### src/rtl/crbus_pkg.sv
package crbus_pkg;
    typedef enum logic [1:0] {
        PH_ADDR  = 2'd0,
        PH_DATA  = 2'd1,
        PH_WRITE = 2'd2,
        PH_READ  = 2'd3
    } phase_e;

    typedef enum logic [1:0] {
        ST_IDLE  = 2'd0,
        ST_SETUP = 2'd1,
        ST_HOLD  = 2'd2,
        ST_DROP  = 2'd3
    } step_e;

    localparam int NUM_PHASES = 4;
endpackage

### src/rtl/crbus_poll_timer.sv
module crbus_poll_timer #(
    parameter int POLL_CYC      = 4,
    parameter int TIMEOUT_POLLS = 8
) (
    input  logic clk,
    input  logic rst_n,
    input  logic run_i,
    input  logic restart_i,
    output logic tick_o,
    output logic last_o
);
    localparam int PW = (POLL_CYC > 1) ? $clog2(POLL_CYC) : 1;
    localparam int NW = $clog2(TIMEOUT_POLLS + 1);

    typedef struct packed {
        logic [PW-1:0] pc;
        logic [NW-1:0] np;
    } tmr_t;

    tmr_t t_d, t_q;

    assign tick_o = run_i && (t_q.pc == PW'(POLL_CYC - 1));
    assign last_o = tick_o && (t_q.np == NW'(TIMEOUT_POLLS - 1));

    always_comb begin
        t_d = t_q;
        if (!run_i || restart_i) begin
            t_d.pc = '0;
            t_d.np = '0;
        end else if (tick_o) begin
            t_d.pc = '0;
            t_d.np = t_q.np + NW'(1);
        end else begin
            t_d.pc = t_q.pc + PW'(1);
        end
    end

    always_ff @(posedge clk or negedge rst_n) begin
        if (!rst_n) t_q <= '0;
        else        t_q <= t_d;
    end
endmodule

### src/rtl/crbus_strobe_dec.sv
module crbus_strobe_dec
    import crbus_pkg::*;
#(
    parameter int DW = 16
) (
    input  phase_e          phase_i,
    input  step_e           step_i,
    input  logic [DW-1:0]   addr_i,
    input  logic [DW-1:0]   wdata_i,
    output logic [DW-1:0]   din_o,
    output logic [NUM_PHASES-1:0] stb_o
);
    for (genvar p = 0; p < NUM_PHASES; p++) begin : g_stb
        assign stb_o[p] = (step_i == ST_HOLD) && (phase_i == phase_e'(p));
    end

    always_comb begin
        din_o = '0;
        if (step_i != ST_IDLE) begin
            unique case (phase_i)
                PH_ADDR:           din_o = addr_i;
                PH_DATA, PH_WRITE: din_o = wdata_i;
                default:           din_o = '0;
            endcase
        end
    end
endmodule

### src/rtl/crbus_master.sv
module crbus_master
    import crbus_pkg::*;
#(
    parameter int DW            = 16,
    parameter int SETUP_CYC     = 2,
    parameter int POLL_CYC      = 4,
    parameter int TIMEOUT_POLLS = 8
) (
    input  logic          clk,
    input  logic          rst_n,
    input  logic          start_i,
    input  logic          rw_i,
    input  logic [DW-1:0] addr_i,
    input  logic [DW-1:0] wdata_i,
    output logic [DW-1:0] rdata_o,
    output logic          done_o,
    output logic          err_o,
    output logic [DW-1:0] phy_din_o,
    output logic          cap_addr_o,
    output logic          cap_data_o,
    output logic          rd_o,
    output logic          wr_o,
    input  logic          ack_i,
    input  logic [DW-1:0] dout_i
);
    localparam int SW = $clog2(SETUP_CYC + 1);

    typedef struct packed {
        step_e         step;
        phase_e        phase;
        logic          rw;
        logic [DW-1:0] addr;
        logic [DW-1:0] wdata;
        logic [DW-1:0] rdata;
        logic [SW-1:0] scnt;
        logic          done;
        logic          err;
    } seq_t;

    seq_t s_d, s_q;
    logic tick, last, restart, waiting, ack_ok;
    logic [NUM_PHASES-1:0] stb;

    assign waiting = (s_q.step == ST_HOLD) || (s_q.step == ST_DROP);
    assign ack_ok  = (s_q.step == ST_HOLD) ? ack_i : !ack_i;

    crbus_poll_timer #(
        .POLL_CYC      (POLL_CYC),
        .TIMEOUT_POLLS (TIMEOUT_POLLS)
    ) u_timer (
        .clk       (clk),
        .rst_n     (rst_n),
        .run_i     (waiting),
        .restart_i (restart),
        .tick_o    (tick),
        .last_o    (last)
    );

    crbus_strobe_dec #(.DW(DW)) u_dec (
        .phase_i (s_q.phase),
        .step_i  (s_q.step),
        .addr_i  (s_q.addr),
        .wdata_i (s_q.wdata),
        .din_o   (phy_din_o),
        .stb_o   (stb)
    );

    always_comb begin
        s_d      = s_q;
        s_d.done = 1'b0;
        s_d.err  = 1'b0;
        restart  = 1'b0;
        unique case (s_q.step)
            ST_IDLE: begin
                if (start_i) begin
                    s_d.step  = ST_SETUP;
                    s_d.phase = PH_ADDR;
                    s_d.rw    = rw_i;
                    s_d.addr  = addr_i;
                    s_d.wdata = wdata_i;
                    s_d.scnt  = '0;
                end
            end
            ST_SETUP: begin
                if (s_q.scnt == SW'(SETUP_CYC - 1)) s_d.step = ST_HOLD;
                else                                s_d.scnt = s_q.scnt + SW'(1);
            end
            default: begin
                if (tick && ack_ok) begin
                    if (s_q.step == ST_HOLD) begin
                        s_d.step = ST_DROP;
                        restart  = 1'b1;
                        if (s_q.phase == PH_READ) s_d.rdata = dout_i;
                    end else begin
                        s_d.scnt = '0;
                        unique case (s_q.phase)
                            PH_ADDR: begin
                                s_d.phase = s_q.rw ? PH_DATA : PH_READ;
                                s_d.step  = ST_SETUP;
                            end
                            PH_DATA: begin
                                s_d.phase = PH_WRITE;
                                s_d.step  = ST_SETUP;
                            end
                            default: begin
                                s_d.step = ST_IDLE;
                                s_d.done = 1'b1;
                            end
                        endcase
                    end
                end else if (last) begin
                    s_d.step = ST_IDLE;
                    s_d.done = 1'b1;
                    s_d.err  = 1'b1;
                end
            end
        endcase
    end

    always_ff @(posedge clk or negedge rst_n) begin
        if (!rst_n) begin
            s_q       <= '0;
            s_q.step  <= ST_IDLE;
            s_q.phase <= PH_ADDR;
        end else begin
            s_q <= s_d;
        end
    end

    assign cap_addr_o = stb[PH_ADDR];
    assign cap_data_o = stb[PH_DATA];
    assign wr_o       = stb[PH_WRITE];
    assign rd_o       = stb[PH_READ];
    assign rdata_o    = s_q.rdata;
    assign done_o     = s_q.done;
    assign err_o      = s_q.err;
endmodule

### config.mk
export PLATFORM = sky130hd
export DESIGN_NAME = crbus_master
export DESIGN_NICKNAME = d
export VERILOG_FILES = /design/src/rtl/crbus_pkg.sv /design/src/rtl/crbus_poll_timer.sv /design/src/rtl/crbus_strobe_dec.sv /design/src/rtl/crbus_master.sv
export SDC_FILE = /design/constraint.sdc
export NUM_CORES = 1
export LEC_CHECK = 0
export BUFFER_PORTS_ARGS = -buffer_cell sky130_fd_sc_hd__buf_2
export CAP_MARGIN = 30
export CORE_ASPECT_RATIO = 2
export CORE_UTILIZATION = 35
export DETAILED_ROUTE_END_ITERATION = 8
export GPL_ROUTABILITY_DRIVEN = 0
export MAX_ROUTING_LAYER = met4
export SLEW_MARGIN = 20
export SYNTH_ARGS = -nofsm -noshare
export SYNTH_HDL_FRONTEND = slang
export SYNTH_SLANG_ARGS = --single-unit
### constraint.sdc
create_clock -name clk -period 1.91 [get_ports clk]
set_clock_uncertainty 0.2 [all_clocks]
set_input_delay 0.0955 -clock clk [delete_from_list [all_inputs] [get_ports clk]]
set_output_delay 0.0955 -clock clk [all_outputs]
set_load 0.02 [all_outputs]
==> results by group <==
Setup path
  • Reg-to-Reg Start: s_q[56]$_DFFE_PN0P_
  • R2r setup slk: about 0.09 ns
  • Worst Path Required: 1.61 ns
  • Worst R2R End: s_q[44]$_DFFE_PN0P_
  • Critical path peak fanout: 6
  • Worst Setup End Kind: output pin
  • CP max stage delay: ~0.40 ns
  • Reg2reg path depth: 4
  • Crit-path slowest cell: dfrtp_1
  • Cells along the critical path: inv_2, ha_4, buf_12, a22oi_2, nor2_1, buf_4
  • Kind of critical path: reg -> out
  • Arrival @ worst endpoint: roughly 1.6 ns
  • Worst setup SP type: flop

Power
  • Pwr Density: 1650 nW/um2
  • Total power: 7.56 mW
  • Worst ir drop on vdd: 1.28 mV
  • Leak: approximately 2.2 nW

Logic synthesis
  • Synthesized area per cell: around 12 um2
  • Ys Warns: 0
  • Cell variety after synth: 43
  • Synthesized netlist cell count: approximately 250
  • Sequential element share of the synthesized area: 51.6%
  • Synthesized cell area: 3060 um2
  • Synth Net Count: ~310
  • Top cells by area, synth: dfrtp_1 52%, mux2_2 18%, buf_4 4.9%, a22oi_1 3.9%, ha_1 3.3%
  • Cell taking the most area after synthesis: dfrtp_1
  • Yosys top cell area share: about half
  • Synthesized flop and latch total: 63

Cells and area
  • Fin cells: 492
  • Layout area overhead: 50.2%
  • Net count reported at finish: between 400 and 500
  • Most common cell after layout, fill and taps aside: buf_2
  • Number of diodes: 0
  • Commonest non-fill, non-tap cells in the layout: 74 x buf_2, 63 x dfrtp_1, 51 x dlygate4sd3_1, 49 x mux2_2, 23 x buf_4
  • Share of cells above drive strength 1: 49.5%

Timing
  • Fin crit share: 98.5%
  • FMAX: between 500 and 600 MHz
  • Fin Setup TNS: 0 ns
  • Hold WS: -0.00212 ns
  • Fin. max-slew vios: 0
  • Setup WS post-layout: around 0.029 ns
  • RSZ-0062 raised after global routing: yes
  • Minimum clock period: 1.88 ns
  • Finish-stage setup viols: 0
  • Slew HR: approximately three quarters
  • Final count of hold timing violations: 7
  • Actual slew at the worst max-slew pin: between 0.3 and 0.4 ns

Status
  • Failing checks: negative hold slack
  • Status: complete, but fails checks

Clocking
  • Clock root buffer: clkbuf_16
  • CTS Buffer Depth: 2
  • H-tree lvl count: 3
  • CTS tree: built
  • Total CTS buffers: 9
  • Clock Pin Slew Worst Setup and Hold Paths: 0.05 ns
  • Clock sink count: 63
  • Clock insertion delay at the later pin of the skew report: approximately 0.33 ns

Routing
  • Via density: slightly below 5
  • Drt pass-1 iters: 4
  • WL/cell: 14.8 um
  • Drt drc: 0
  • Post-route ant nets: 0
  • Vias: between 2000 and 2500
  • 1st-iter DRT viols: roughly 110
  • Post-Route WL: ~7.3 mm

Run
  • Max Cap Viol: 0

GRT
  • First-pass GRT wire length: 11.8 mm
  • Grt ovf: 0
  • Overall global routing resource usage: between 10% and 20%
  • Initial antenna violation count: 0
  • Vias in the first global route: 2570
  • Largest net degree at the start of global routing: 53

Floorplanning
  • IO Count: 91
  • Core ar.: about 8400 um2
  • Core Rows: 47
  • DIE AREA: 9140 um2
  • Die width: between 60 and 70 um
  • Initial Utilization: between 30% and 40%
  • Die Y: 134 um

Placed design
  • DP Worst Slack: roughly 0.095 ns
  • Port Buffers: 90
  • Placed cell count: 419
  • Dpl hpwl: about 4.8 mm

Worst hold path
  • Tightest Hold Check Type: in -> async
worst max-delay path by stage:
stage,startpoint,to,slack (ns)
6_report,s_q[53]$_DFFE_PN0P_,phy_din_o[0],0.03
5_1_grt,s_q[53]$_DFFE_PN0P_,phy_din_o[0],-0.06
4_1_cts,s_q[53]$_DFFE_PN0P_,phy_din_o[6],-0.02
3_5_place_dp,s_q[55]$_DFFE_PN0P_,phy_din_o[13],0.09
3_3_place_gp,s_q[2]$_DFFE_PN0P_,s_q[3]$_DFFE_PN0P_,0.12
2_1_floorplan,s_q[53]$_DFFE_PN0P_,phy_din_o[10],0.01
critical path: cells and delay by family, from the launching register on:
| family | cells | cell delay [ns] |
|---|---|---|
| buffers and inverters | 3 | 0.35 |
| adders and majority gates | 1 | 0.30 |
| DFF | 1 | 0.40 |
| and+or+nand+nor | 1 | 0.14 |
| AOI/OAI and AO/OA | 1 | 0.05 |
per-stage QoR:
step	area (um2)	util [%]
after floorplan	3060	-
after global placement	3570	42.8
after detailed placement	3570	42.8
after CTS	4470	53.6
after global routing	4590	55.0
final	4590	55.0
synth_stat cells:
cell,n
a21boi_0,3
a21oi_1,2
a221o_1,1
a22o_1,1
a22oi_1,16
a31o_2,1
and2_1,4
and3_1,2
and3b_1,1
and4_1,1
buf_1,1
buf_2,3
buf_4,20
buf_6,1
clkbuf_1,7
dfrtp_1,63
ha_1,8
inv_1,4
mux2_2,49
mux2i_1,2
nand2_1,7
nand2b_1,4
nand3_1,3
nand3b_1,3
nand4_1,2
nor2_1,18
nor2b_1,4
nor2b_4,1
nor3_1,2
nor3b_1,1
nor3b_2,1
o2111ai_1,1
o211a_1,1
o21a_1,1
o21ai_0,3
o21bai_1,1
o221ai_1,1
o22ai_1,2
o2bb2ai_1,1
o311ai_0,1
o32a_1,1
or4_1,1
or4b_2,1
logic make-up after synthesis:
group / after synthesis / synth area share (%)
mux: 51 / 18.7
buf+inv: 36 / 7.24
compound gates: 37 / 9.08
flops: 63 / 51.6
fa+ha+maj: 8 / 3.27
simple gates: 56 / 10.1
where the power goes:
group          leakage (nW)  internal [mW]  switching [mW]
Sequential            0.782           1.89           0.369
Clock                 0.146           1.04           0.549
Combinational          1.27           1.91            1.80
what timing repair did:
item	in CTS	in global routing
setup endpoints to repair	16	16
gates resized for setup	25	21
cloned	0	1
pin swaps	0	2
hold buffers	51	0
buffers inserted	2	3
endpoints found under the hold margin	115	0
cell type report:
| class | instances | area (um2) |
|---|---|---|
| Clock buffer | 12 | 246 |
| Inverter | 4 | 15.0 |
| Multi-Input combinational cell | 152 | 1350 |
| Fill cell | 711 | 3760 |
| Tap cell | 98 | 123 |
| Clock inverter | 4 | 45.0 |
| Timing Repair Buffer | 159 | 1230 |
| Sequential cell | 63 | 1580 |
metal layers:
| layer | track usage, % | wire (um) | vias up |
|---|---|---|---|
| met5 | - | 0 | - |
| met4 | 7.99 | 136 | 0 |
| met3 | 4.59 | 275 | 9 |
| met2 | 31.9 | 4200 | 60 |
| met1 | 18.2 | 2690 | 1213 |
| li1 | - | - | 1161 |
registers in the layout (all words and copies together) (netlist names):
name / flops
u_timer.t_q: 6
s_q: 39
rdata_o: 16
done_o: 1
err_o: 1
(Power assumes the default switching activity.)
